$ cat config.mk
export PLATFORM = sky130hd
export DESIGN_NAME = pdseq_ctrl
export DESIGN_NICKNAME = d
export VERILOG_FILES = /design/src/rtl/pdseq_pkg.sv /design/src/rtl/pdseq_req_decode.sv /design/src/rtl/pdseq_fsm.sv /design/src/rtl/pdseq_out_drv.sv /design/src/rtl/pdseq_ctrl.sv
export SDC_FILE = /design/constraint.sdc
export NUM_CORES = 1
export LEC_CHECK = 0
export ABC_AREA = 1
export BUFFER_PORTS_ARGS = -buffer_cell sky130_fd_sc_hd__buf_4
export CORE_AREA = 5 5 42 44
export CTS_BUF_LIST = sky130_fd_sc_hd__clkbuf_2 sky130_fd_sc_hd__clkbuf_4 sky130_fd_sc_hd__clkbuf_8
export CTS_CLUSTER_DIAMETER = 150
export CTS_CLUSTER_SIZE = 25
export DETAILED_ROUTE_END_ITERATION = 6
export DIE_AREA = 0 0 47 49
export SLEW_MARGIN = 20
export SYNTH_ARGS = -nofsm -noshare
export SYNTH_HDL_FRONTEND = slang
export SYNTH_SLANG_ARGS = --single-unit
$ cat constraint.sdc
create_clock -name clk -period 1.4 [get_ports clk]
set_clock_uncertainty 0.1 [all_clocks]
set_input_delay 0 -clock clk [delete_from_list [all_inputs] [get_ports clk]]
set_output_delay 0 -clock clk [all_outputs]
set_load 0.02 [all_outputs]
$ cat src/rtl/pdseq_pkg.sv
package pdseq_pkg;

  typedef enum logic [1:0] {
    PS_ACTIVE  = 2'd0,
    PS_PENDING = 2'd1,
    PS_DOWN    = 2'd2
  } pd_state_e;

  // Next sequencer state; the cancel/power-up request has highest priority.
  function automatic pd_state_e pd_next(
    input pd_state_e cur,
    input logic      want_up,
    input logic      want_async,
    input logic      want_sync,
    input logic      cp_fire
  );
    pd_state_e n;
    n = cur;
    if (want_up)                          n = PS_ACTIVE;
    else if (want_async)                  n = PS_DOWN;
    else if (want_sync)                   n = PS_PENDING;
    else if (cur == PS_PENDING && cp_fire) n = PS_DOWN;
    return n;
  endfunction

  // Effective powerdown: chip-enable low always wins.
  function automatic logic pd_effective(input logic ce, input pd_state_e st);
    return (!ce) || (st == PS_DOWN);
  endfunction

endpackage

$ cat src/rtl/pdseq_req_decode.sv
module pdseq_req_decode (
  input  logic clk,
  input  logic rst_n,
  input  logic ld_stb,
  input  logic pd_bit,
  input  logic mode_bit,
  output logic req_up,
  output logic req_async,
  output logic req_sync
);
  logic pd_q;
  logic pd_rise;

  // Shadow of the last loaded request bit; reset matches the powered-down start.
  always_ff @(posedge clk or negedge rst_n) begin
    if (!rst_n)      pd_q <= 1'b1;
    else if (ld_stb) pd_q <= pd_bit;
  end

  assign pd_rise   = ld_stb && pd_bit && !pd_q;
  assign req_up    = ld_stb && !pd_bit;
  assign req_async = pd_rise && !mode_bit;
  assign req_sync  = pd_rise && mode_bit;
endmodule

$ cat src/rtl/pdseq_fsm.sv
module pdseq_fsm
  import pdseq_pkg::*;
(
  input  logic      clk,
  input  logic      rst_n,
  input  logic      ld_stb,
  input  logic      cp_evt,
  input  logic      req_up,
  input  logic      req_async,
  input  logic      req_sync,
  output logic      cp_fire,
  output pd_state_e state
);
  pd_state_e state_d;

  // An event landing together with any load is not counted.
  assign cp_fire = cp_evt && !ld_stb;

  always_comb state_d = pd_next(state, req_up, req_async, req_sync, cp_fire);

  always_ff @(posedge clk or negedge rst_n) begin
    if (!rst_n) state <= PS_DOWN;
    else        state <= state_d;
  end
endmodule

$ cat src/rtl/pdseq_out_drv.sv
module pdseq_out_drv
  import pdseq_pkg::*;
#(
  parameter int NUM_CTRS       = 3,
  parameter int CE_SYNC_STAGES = 0
) (
  input  logic                clk,
  input  logic                rst_n,
  input  logic                chip_en,
  input  pd_state_e           state,
  output logic                ce_eff,
  output logic                pd_any,
  output logic [NUM_CTRS-1:0] ctr_load,
  output logic                cp_tristate,
  output logic                lock_rst,
  output logic                bias_off,
  output logic                osc_buf_off,
  output logic                pwr_down
);
  generate
    if (CE_SYNC_STAGES == 0) begin : g_ce_direct
      assign ce_eff = chip_en;
    end else begin : g_ce_sync
      logic [CE_SYNC_STAGES-1:0] sync_q;
      always_ff @(posedge clk or negedge rst_n) begin
        if (!rst_n) sync_q <= '0;
        else        sync_q <= {sync_q[CE_SYNC_STAGES-2+1-1:0], chip_en} >> 0;
      end
      assign ce_eff = sync_q[CE_SYNC_STAGES-1];
    end
  endgenerate

  assign pd_any = pd_effective(ce_eff, state);

  generate
    for (genvar i = 0; i < NUM_CTRS; i++) begin : g_ctr
      assign ctr_load[i] = pd_any;
    end
  endgenerate

  assign cp_tristate = pd_any;
  assign lock_rst    = pd_any;
  assign bias_off    = pd_any;
  assign osc_buf_off = pd_any;
  assign pwr_down    = pd_any;
endmodule

$ cat src/rtl/pdseq_ctrl.sv
module pdseq_ctrl
  import pdseq_pkg::*;
#(
  parameter int NUM_CTRS       = 3,
  parameter int CE_SYNC_STAGES = 0
) (
  input  logic                clk,
  input  logic                rst_n,
  input  logic                chip_en,
  input  logic                ld_stb,
  input  logic                pd_bit,
  input  logic                mode_bit,
  input  logic                cp_evt,
  output logic [NUM_CTRS-1:0] ctr_load,
  output logic                cp_tristate,
  output logic                lock_rst,
  output logic                bias_off,
  output logic                osc_buf_off,
  output logic                pwr_down
);
  logic      req_up, req_async, req_sync;
  logic      cp_fire;
  logic      ce_eff;
  logic      pd_any;
  pd_state_e seq_state;

  pdseq_req_decode u_dec (
    .clk      (clk),
    .rst_n    (rst_n),
    .ld_stb   (ld_stb),
    .pd_bit   (pd_bit),
    .mode_bit (mode_bit),
    .req_up   (req_up),
    .req_async(req_async),
    .req_sync (req_sync)
  );

  pdseq_fsm u_fsm (
    .clk      (clk),
    .rst_n    (rst_n),
    .ld_stb   (ld_stb),
    .cp_evt   (cp_evt),
    .req_up   (req_up),
    .req_async(req_async),
    .req_sync (req_sync),
    .cp_fire  (cp_fire),
    .state    (seq_state)
  );

  pdseq_out_drv #(
    .NUM_CTRS      (NUM_CTRS),
    .CE_SYNC_STAGES(CE_SYNC_STAGES)
  ) u_drv (
    .clk        (clk),
    .rst_n      (rst_n),
    .chip_en    (chip_en),
    .state      (seq_state),
    .ce_eff     (ce_eff),
    .pd_any     (pd_any),
    .ctr_load   (ctr_load),
    .cp_tristate(cp_tristate),
    .lock_rst   (lock_rst),
    .bias_off   (bias_off),
    .osc_buf_off(osc_buf_off),
    .pwr_down   (pwr_down)
  );
endmodule

After elaboration in Yosys (flattened, before gate mapping)
Index checks and enable logic that the tools add are counted.

storage, ports and cells
  output and inout port bits = 8
  bits in registers = 3
  word-level logic and storage cells = 22

cells by class
  muxes and demuxes = 4
  equal/unequal tests = 2
  reduce and logical (&&, ||, !) cells = 14

operators with widths
  operator              count
  $mux W2               4
  $logic_and A1 B1 Y1   7
  $logic_not A1 Y1      5
  $reduce_bool A4 Y1    1
  $eq A2 B1 Y1 const B  1
  $eq A2 B2 Y1 const B  1
  $logic_or A1 B1 Y1    1

Longest topological paths before layout
Gate-level depths: netlist of run 1.

  word-level depth = 7
  mapped depth = 6
  gate-level depth less buffers = 6

Modules after synthesis
A second synthesis of run 1 with hierarchy kept.

unflattened totals
  cell total of the unflattened synthesis = 41
  area total of the unflattened synthesis = 275.3 µm²

modules (own cells, without submodules)
  module            seq. area each (µm²)  cells each  area an instance (µm²)  instances
  pdseq_fsm         51.3                  19          132.6                   1
  pdseq_out_drv     0.0                   12          78.8                    1
  pdseq_req_decode  26.3                  10          63.8                    1

Least setup slack after synthesis of run 1
OpenSTA, ideal clock, no wires.

  kind = register to output
  from = reg u_fsm.state[1]
  to = out cp_tristate
  buffers on the path = 1
  arrival = 1,671 ps
  slack = -371 ps
  stages on the path, launching flop included = 4
  path through = dfstp_2 > inv_1 > o21ai_0 > buf_4

on the way
  word-level cells in the longest chain between the ends = 2

RTL lines
  what                    RTL line          source
  start, declared         pdseq_fsm.sv:12   output pd_state_e state
  start signal, assigned  pdseq_fsm.sv:23   else state <= state_d;
  $eq A2 B2 Y1            pdseq_pkg.sv:28   return (!ce) || (st == PS_DOWN);
  $logic_or A1 B1 Y1      pdseq_pkg.sv:28
  end, declared           pdseq_ctrl.sv:15  output logic cp_tristate,

Every way passes these cells.

Final worst setup path of run 1
  from = reg u_fsm.state[1]
  to = out ctr_load[1]

on the way
  word-level cells in the longest chain between the ends = 2

RTL lines
  what                RTL line          source
  $eq A2 B2 Y1        pdseq_pkg.sv:28
  $logic_or A1 B1 Y1  pdseq_pkg.sv:28
  end, declared       pdseq_ctrl.sv:14  output logic [NUM_CTRS-1:0] ctr_load,

Every way passes these cells.

==> qor.txt, run 1 <==
CP Capture Type -> output pin
drt drc -> 0
Via Count -> 217
Sink Count -> 3
Worst Hold Class -> primary input to flip-flop
Post-Syn Instances -> 28
largest area contributor in the netlist -> buf_4
fin area -> 377.9 sq um
IO Pins -> 15
status -> finished clean
Reg clk slew, reported paths -> 0.03 ns
Rel. slew slack -> 86.16%
register area share after synthesis -> 36.26%
GPL Wtd Cong -> 0.6630
commonest non-fill, non-tap cell in the layout -> buf_4
leak pwr -> 0.2013 nW
Setup TNS -> 0 ns
Yosys cell types -> 10
CORE AREA -> 0.001401 sq mm
peak supply drop -> 389.9 uV
flops & latches, synth -> 3
final hold slack -> 0.03041 ns
critical path type -> flip-flop to output pin
reg2reg setup slack -> 0.31 ns
Final min period -> 1.295 ns
Setup crit start kind -> flip-flop
GRT Overall Usage -> 5.007%
multi-input logic area -> 76.32 sq um
# Max-Cap Violations -> 0
Worst-Skew Late Latency -> 0.23 ns
metal3 WL -> 107 um
Highest Signal Layer -> met3
Mean Syn Cell Area -> 7.641 sq um
htree depth -> 1
largest cells by area after synthesis -> buf_4, dfstp_2, nand2_1
Tightest Pin Transition -> 0.2069 ns
DRT Pass-1 Iters -> 1
Placed Instance Area -> 290.3 sq um
DP Worst Slack -> 0.2770 ns
CTS Buf Count -> 3
number of global-route vias before repair -> 219
final std cells w/o fill -> 60
first-pass GRT wire length -> 807 um
clk buf depth -> 2
initial antenna violation count -> 0
Routed WL per cell -> 8.150 um
Routed WL -> 489 um
Register Area -> 77.57 sq um
largest net degree at the start of global routing -> 9
row count -> 14
most frequent cells in the layout -> buf_4, nand2_1, inv_1, dlygate4sd3_1, clkbuf_4
DIE WIDTH -> 47 um
Root Driver -> clkbuf_4
clock tree from TritonCTS -> done
initial core utilization -> 15.27%
endpoints failing hold -> 0
Cell Area, Synth -> 214.0 sq um
met2 wire length -> 225 um
CP Data Arrival Time -> 1.20 ns
RSZ-0062 raised after global routing -> no
area delta synth->final -> 76.61%
period utilization -> 92.53%
Synth warnings -> 0
share of post-route cells with drive strength above 1 -> 50.00%
vias per inst -> 3.617
Achievable Freq -> 772.0 MHz
Detail Route Antenna Nets -> 0
worst setup margin -> 0.1046 ns
final setup violation count -> 0
Filler cells -> 158
HPWL Detailed -> 400.4 um
Remaining Overflow, GRT -> 0
Final nets -> 52
Power Density -> 1105 mW/mm^2
die height -> 49 um
placed cell count -> 51
Metal-1 WL -> 156 um
CP required -> 1.30 ns
Inserted Diodes -> 0
post-synth top area share -> 24.56%
Die ar. -> 0.002303 sq mm
syn_nets -> 35
CP max FO -> 8
Iter 0 DRT Violations -> 0
Port Buf Inserts -> 14
Slew Viols, Final -> 0
[per-layer routing]
metal | track usage (%) | up-vias
li1 | - | 112
met1 | 5.298 | 93
met2 | 6.787 | 12
met3 | 4.059 | 0
met4 | 2.765 | 0
met5 | 0 | -
[report_power, final]
part | internal, W | leakage, nW | switching (W)
logic | 0.0000663 | 0.148 | 0.0000767
clock network | 0.000126 | 0.0184 | 0.0000399
registers | 0.000102 | 0.0345 | 0.00000685
[path summary, 6_finish.rpt]
kind	to	from	cells past startpoint
max	ctr_load[1]	u_fsm.state[1]	3
min	u_fsm.state[1]	cp_evt	5
max reg2reg	u_fsm.state[1]	u_dec.pd_q	5
min reg2reg	u_fsm.state[1]	u_fsm.state[1]	2
max in group asynchronous	u_fsm.state[0]	rst_n	3
min in group asynchronous	u_dec.pd_q	rst_n	2
[repair_timing]
item | 4_1_cts | 5_1_grt
gates resized for setup | 0 | 1
setup endpoints to repair | 0 | 8
hold endpoints to repair | 6 | 0
hold buffers | 5 | 0
buffers inserted | 0 | 0
[logic make-up (layout without fill, tap and decap cells)]
group | after synthesis | in the layout | synth area share, %
buffers and inverters | 12 | 28 | 33.33
and+or+nand+nor | 10 | 10 | 20.47
DFF | 3 | 3 | 36.26
AOI/OAI and AO/OA | 3 | 3 | 9.941
[sequential cells by signal (all words and copies together), names as in the netlist]
name	flops
u_fsm.state	2
u_dec.pd_q	1
[Yosys cell counts, drive strengths merged]
cell and instances:
buf 7, dfrtp 1, dfstp 2, inv 5, nand2 7, nand3 1, nand4 2, o21a 1
o21ai 2
[critical path: stages, from the launching register on]
cell and delay [ns]:
dfstp_2 0.52, inv_1 0.07, o21ai_4 0.20, buf_4 0.18
[per-stage QoR]
stage | util [%] | total power [W]
2_1_floorplan | - | 0.0002079
3_3_place_gp | 20.71 | 0.0002365
3_5_place_dp | 20.71 | 0.0002389
4_1_cts | 26.43 | 0.0004255
5_1_grt | 26.96 | 0.0004479
6_report | 26.96 | 0.0004177
[final cells by class]
type / instances / area share, %
sequential: 3 / 20.53
inverter: 5 / 4.967
clock buffer: 4 / 7.947
multi-input combinational: 13 / 20.20
tap: 16 / 5.298
timing repair buffer: 19 / 41.06
No activity file was read; power rests on OpenSTA's default activity.
==> run 2: changes to the inputs <==
--- a/config.mk
+++ b/config.mk
@@ -15,3 +15,2 @@
 export DIE_AREA = 0 0 47 49
-export SLEW_MARGIN = 20
 export SYNTH_ARGS = -nofsm -noshare
--- a/constraint.sdc
+++ b/constraint.sdc
@@ -4,2 +4,2 @@
 set_output_delay 0 -clock clk [all_outputs]
-set_load 0.02 [all_outputs]
+set_load 0.05 [all_outputs]
==> run 2 against run 1 <==
Fmax down 3.6%. Largest power group is now combinational logic. Critical path depth unchanged. Non-clock buffer count unchanged. Die area unchanged. Setup slack worse by 0.048 ns. Design area unchanged. Clock power about the same. Count of clock-buffer cells in the layout unchanged. Total power up 15%. Wire length down 6.1%.
==> qor.txt, run 2 (synthesized netlist as in run 1, its figures left out) <==
status -> finished clean (unchanged)
period utilization -> 95.96% (was 92.53%)
final setup violation count -> 0 (unchanged)
largest net degree at the start of global routing -> 9 (unchanged)
reg2reg end -> u_fsm.state[1] (unchanged)
cells on worst reg2reg path -> 5 (unchanged)
Worst-Skew Late Latency -> 0.23 ns (about the same)
first-pass GRT wire length -> 759 um (was 807 um)
leak pwr -> 0.2013 nW (unchanged)
max FFs per register -> 2 (unchanged)
Routed WL per cell -> 7.650 um (was 8.150 um)
Reg clk slew, reported paths -> 0.03 ns (about the same)
met2 wire length -> 207 um (was 225 um)
post-CTS sizing -> 0 (unchanged)
row count -> 14 (unchanged)
metal3 WL -> 94 um (was 107 um)
final hold slack -> 0.03599 ns (was 0.03041 ns)
endpoints failing hold -> 0 (unchanged)
clock tree from TritonCTS -> done (unchanged)
most frequent cells in the layout -> buf_4, nand2_1, inv_1, dlygate4sd3_1, clkbuf_4 (unchanged)
Setup crit start kind -> flip-flop (unchanged)
CP max FO -> 8 (unchanged)
number of post-CTS setup repair buffers -> 0 (unchanged)
Achievable Freq -> 744.4 MHz (was 772.0 MHz)
initial antenna violation count -> 0 (unchanged)
initial core utilization -> 15.27% (unchanged)
RSZ-0062 raised after global routing -> yes (was no)
critical path type -> flip-flop to output pin (unchanged)
Highest Signal Layer -> met3 (unchanged)
Sink Count -> 3 (unchanged)
drt drc -> 0 (unchanged)
reg2reg setup slack -> 0.32 ns (was 0.31 ns)
CP endpoint -> ctr_load[0] (was ctr_load[1])
CP Data Arrival Time -> 1.24 ns (was 1.20 ns)
CORE AREA -> 0.001401 sq mm (unchanged)
vias per inst -> 3.700 (was 3.617)
DIE WIDTH -> 47 um (unchanged)
fin area -> 377.9 sq um (unchanged)
Root Driver -> clkbuf_4 (unchanged)
Filler cells -> 164 (was 158)
area delta synth->final -> 76.61% (unchanged)
CP Capture Type -> output pin (unchanged)
DRT Pass-1 Iters -> 1 (unchanged)
Rel. slew slack -> 86.23% (was 86.16%)
Inserted Diodes -> 0 (unchanged)
reg-to-reg startpoint -> u_dec.pd_q (unchanged)
GPL Wtd Cong -> 0.6253 (was 0.6630)
Worst Hold Class -> primary input to flip-flop (unchanged)
Placed Instance Area -> 297.8 sq um (was 290.3 sq um)
HPWL Detailed -> 396.1 um (was 400.4 um)
Final min period -> 1.343 ns (was 1.295 ns)
Routed WL -> 459 um (was 489 um)
Metal-1 WL -> 157 um (was 156 um)
commonest non-fill, non-tap cell in the layout -> buf_4 (unchanged)
clk buf depth -> 2 (unchanged)
Port Buf Inserts -> 14 (unchanged)
CP required -> 1.30 ns (about the same)
htree depth -> 1 (unchanged)
Critical path origin -> u_fsm.state[1] (unchanged)
Final nets -> 52 (unchanged)
GRT Overall Usage -> 4.725% (was 5.007%)
Slew Viols, Final -> 0 (unchanged)
Remaining Overflow, GRT -> 0 (unchanged)
peak supply drop -> 421.7 uV (was 389.9 uV)
Die ar. -> 0.002303 sq mm (unchanged)
DP Worst Slack -> 0.2819 ns (was 0.2770 ns)
# Max-Cap Violations -> 0 (unchanged)
Power Density -> 1275 mW/mm^2 (was 1105 mW/mm^2)
CTS Buf Count -> 3 (unchanged)
worst setup margin -> 0.05662 ns (was 0.1046 ns)
die height -> 49 um (unchanged)
Iter 0 DRT Violations -> 0 (unchanged)
Regs by FF count -> u_fsm.state (2), u_dec.pd_q (1) (unchanged)
post-layout util -> 26.96% (unchanged)
Detail Route Antenna Nets -> 0 (unchanged)
Tightest Pin Transition -> 0.2057 ns (was 0.2069 ns)
share of post-route cells with drive strength above 1 -> 50.00% (unchanged)
IO Pins -> 15 (unchanged)
Via Count -> 222 (was 217)
Overall Power -> 0.0004819 W (was 0.0004177 W)
number of global-route vias before repair -> 221 (was 219)
largest register by flop count -> u_fsm.state (unchanged)
## run 2: how the worst min path moves through the flow
stage                 from             end  slack [ns]  cells past startpoint
global placement     rst_n  u_fsm.state[0]       -0.31                      1
floorplan            rst_n  u_fsm.state[0]       -0.40                      0
CTS                 cp_evt  u_fsm.state[1]        0.03                      5
finish              cp_evt  u_fsm.state[1]        0.04                      5
detailed placement   rst_n  u_fsm.state[0]       -0.31                      1
global route        cp_evt  u_fsm.state[0]        0.10                      4
## run 2: final cells by class
cell class,instances,area [sq um],area share (%)
Timing Repair Buffer,19,155.1,41.06
Sequential cell,3,77.57,20.53
Multi-Input combinational cell,13,76.32,20.20
Clock buffer,4,30.03,7.947
Tap cell,16,20.02,5.298
Inverter,5,18.77,4.967
## run 2: stage by stage
stage,instances,setup TNS [ns]
6_report,60,0
5_1_grt,60,-0.01883
4_1_cts,60,0
3_5_place_dp,51,0
3_3_place_gp,51,0
2_1_floorplan,28,0
## run 2: what timing repair did
item / CTS / global route
hold endpoints to repair: 6 / 0
hold buffers: 5 / 0
setup endpoints to repair: 0 / 8
## run 2: worst max-delay path, stage by stage, from the launching register on
cell and delay, ns:
dfstp_2 0.51, inv_1 0.06, o21ai_4 0.20, buf_4 0.24
## run 2: power by group
part / internal (W) / switching, W
combinational: 0.0000674 / 0.000140
clock: 0.000126 / 0.0000399
sequential: 0.000102 / 0.00000635
total: 0.000295 / 0.000187
## run 2: metal layers
layer  vias to the layer above  GRT usage (%)
met2                        12          7.240
met4                         0          2.765
met1                        97          4.194
met5                         -              0
met3                         0          3.690
li1                        113              -
==> run 3: changes to the inputs <==
- BUFFER_PORTS_ARGS: -buffer_cell sky130_fd_sc_hd__buf_4 -> unset
- CORE_AREA: 5 5 42 44 -> 2 2 39 41
- DIE_AREA: 0 0 47 49 -> 0 0 41 43
- DONT_BUFFER_PORTS: unset -> 1
==> run 3 against run 2 <==
Register-to-register slack worse by 0.23 ns. Final cell count is 17% lower. Sequential cell count stayed put. Sequential share of layout area is 2.8 points higher.
==> qor.txt, run 3 (synthesized netlist as in run 1, its figures left out) <==
status -> finished clean (unchanged)
CTS Buf Count -> 3 (unchanged)
period utilization -> 97.17% (was 95.96%)
Max stage delay on crit path -> 0.53 ns (was 0.51 ns)
CP max FO -> 4 (was 8)
CP max-delay cell -> dfstp_2 (unchanged)
share of post-route cells with drive strength above 1 -> 32.35% (was 50.00%)
Worst Hold Class -> primary input to output pin (was primary input to flip-flop)
CORE AREA -> 0.001384 sq mm (was 0.001401 sq mm)
Power Density -> 1403 mW/mm^2 (was 1275 mW/mm^2)
Root Driver -> clkbuf_4 (unchanged)
endpoints failing hold -> 0 (unchanged)
vias per inst -> 3.520 (was 3.700)
CP bufs+invs -> 2 (unchanged)
post-layout util -> 24.05% (was 26.96%)
# Max-Cap Violations -> 0 (unchanged)
max FFs per register -> 2 (unchanged)
fin area -> 332.8 sq um (was 377.9 sq um)
DRT Pass-1 Iters -> 2 (was 1)
Remaining Overflow, GRT -> 0 (unchanged)
DP Worst Slack -> 0.2538 ns (was 0.2819 ns)
Tightest Pin Transition -> 0.1892 ns (was 0.2057 ns)
worst setup margin -> 0.03958 ns (was 0.05662 ns)
first-pass GRT wire length -> 586 um (was 759 um)
clk buf depth -> 2 (unchanged)
Final min period -> 1.360 ns (was 1.343 ns)
most frequent cells in the layout -> nand2_1, dlygate4sd3_1, inv_1, clkbuf_4 (was buf_4, nand2_1, inv_1, dlygate4sd3_1, clkbuf_4)
area delta synth->final -> 55.56% (was 76.61%)
Inserted Diodes -> 0 (unchanged)
critical path type -> flip-flop to output pin (unchanged)
number of post-CTS setup repair buffers -> 0 (unchanged)
Final nets -> 42 (was 52)
Slew Viols, Final -> 0 (unchanged)
Reg clk slew, reported paths -> 0.03 ns (about the same)
CP required -> 1.30 ns (about the same)
Setup TNS -> 0 ns (unchanged)
CP Capture Type -> output pin (unchanged)
largest register by flop count -> u_fsm.state (unchanged)
Rel. slew slack -> 87.34% (was 86.23%)
Routed WL -> 348 um (was 459 um)
IO Pins -> 15 (unchanged)
row count -> 14 (unchanged)
htree depth -> 1 (unchanged)
initial antenna violation count -> 0 (unchanged)
Achievable Freq -> 735.1 MHz (was 744.4 MHz)
peak supply drop -> 511.2 uV (was 421.7 uV)
Placed Instance Area -> 232.7 sq um (was 297.8 sq um)
delay-heaviest family, CP -> flip-flops (unchanged)
final setup violation count -> 0 (unchanged)
Detail Route Antenna Nets -> 0 (unchanged)
Via Count -> 176 (was 222)
clock tree from TritonCTS -> done (unchanged)
Die ar. -> 0.001763 sq mm (was 0.002303 sq mm)
die height -> 43 um (was 49 um)
Setup crit start kind -> flip-flop (unchanged)
HPWL Detailed -> 297.6 um (was 396.1 um)
Iter 0 DRT Violations -> 1 (was 0)
RSZ-0062 raised after global routing -> yes (unchanged)
worst path cell trace -> inv_2, o21ai_4, buf_12 (was inv_1, o21ai_4, buf_4)
final hold slack -> 0.1588 ns (was 0.03599 ns)
Routed WL per cell -> 6.960 um (was 7.650 um)
Regs by FF count -> u_fsm.state (2), u_dec.pd_q (1) (unchanged)
GRT Overall Usage -> 5.639% (was 4.725%)
number of global-route vias before repair -> 184 (was 221)
initial core utilization -> 15.46% (was 15.27%)
drt drc -> 0 (unchanged)
leak pwr -> 0.1630 nW (was 0.2013 nW)
Port Buf Inserts -> 0 (was 14)
Worst-Skew Late Latency -> 0.23 ns (about the same)
Sink Count -> 3 (unchanged)
DIE WIDTH -> 41 um (was 47 um)
GPL Wtd Cong -> 0.6051 (was 0.6253)
CP Data Arrival Time -> 1.26 ns (was 1.24 ns)
largest net degree at the start of global routing -> 6 (was 9)
==> run 3: cell type report <==
cell class | count | area, sq um
clock buffer | 4 | 30.03
fill | 150 | 1051
inverter | 5 | 18.77
multi-input combinational | 13 | 76.32
sequential | 3 | 77.57
tap | 16 | 20.02
timing repair buffer | 9 | 110.1
==> run 3: worst register-to-register path: cells and delay by family, from the launching register on <==
kind,cells,cell delay [ns]
compound gates,1,0.10
flops,1,0.52
buf+inv,1,0.54
==> run 3: timing repair <==
action | 4_1_cts | 5_1_grt
hold endpoints to repair | 6 | 0
gates resized for setup | 0 | 1
setup endpoints to repair | 0 | 8
hold buffers | 7 | 0
==> run 3: stage by stage <==
stage / total power [W] / instances
floorplan: 0.0002774 / 28
global placement: 0.0002799 / 39
detailed placement: 0.0002812 / 39
CTS: 0.0004766 / 50
global route: 0.0004966 / 50
finish: 0.0004668 / 50
==> run 3: report_power, final <==
group          leakage (nW)  internal [W]  switching, W
sequential           0.0345      0.000102    0.00000728
combinational         0.110     0.0000549      0.000136
clock                0.0184      0.000126     0.0000408
==> run 3: per-layer routing <==
metal,share of wire (%),global-route usage (%)
met4,0,6.000
met2,49,8.125
met5,0,0
met3,9.5,4.712
met1,41,3.896
==> run 3: final timing paths <==
path,start,to,slack (ns),cells after the start
worst max register to register,u_dec.pd_q,u_dec.pd_q,0.09,2
worst min register to register,u_fsm.state[1],u_fsm.state[1],0.38,2
max in group asynchronous,rst_n,u_fsm.state[1],0.53,2
worst min-delay path,chip_en,bias_off,0.16,2
min in group asynchronous,rst_n,u_fsm.state[0],0.44,2
worst max-delay path,u_fsm.state[1],cp_tristate,0.04,3
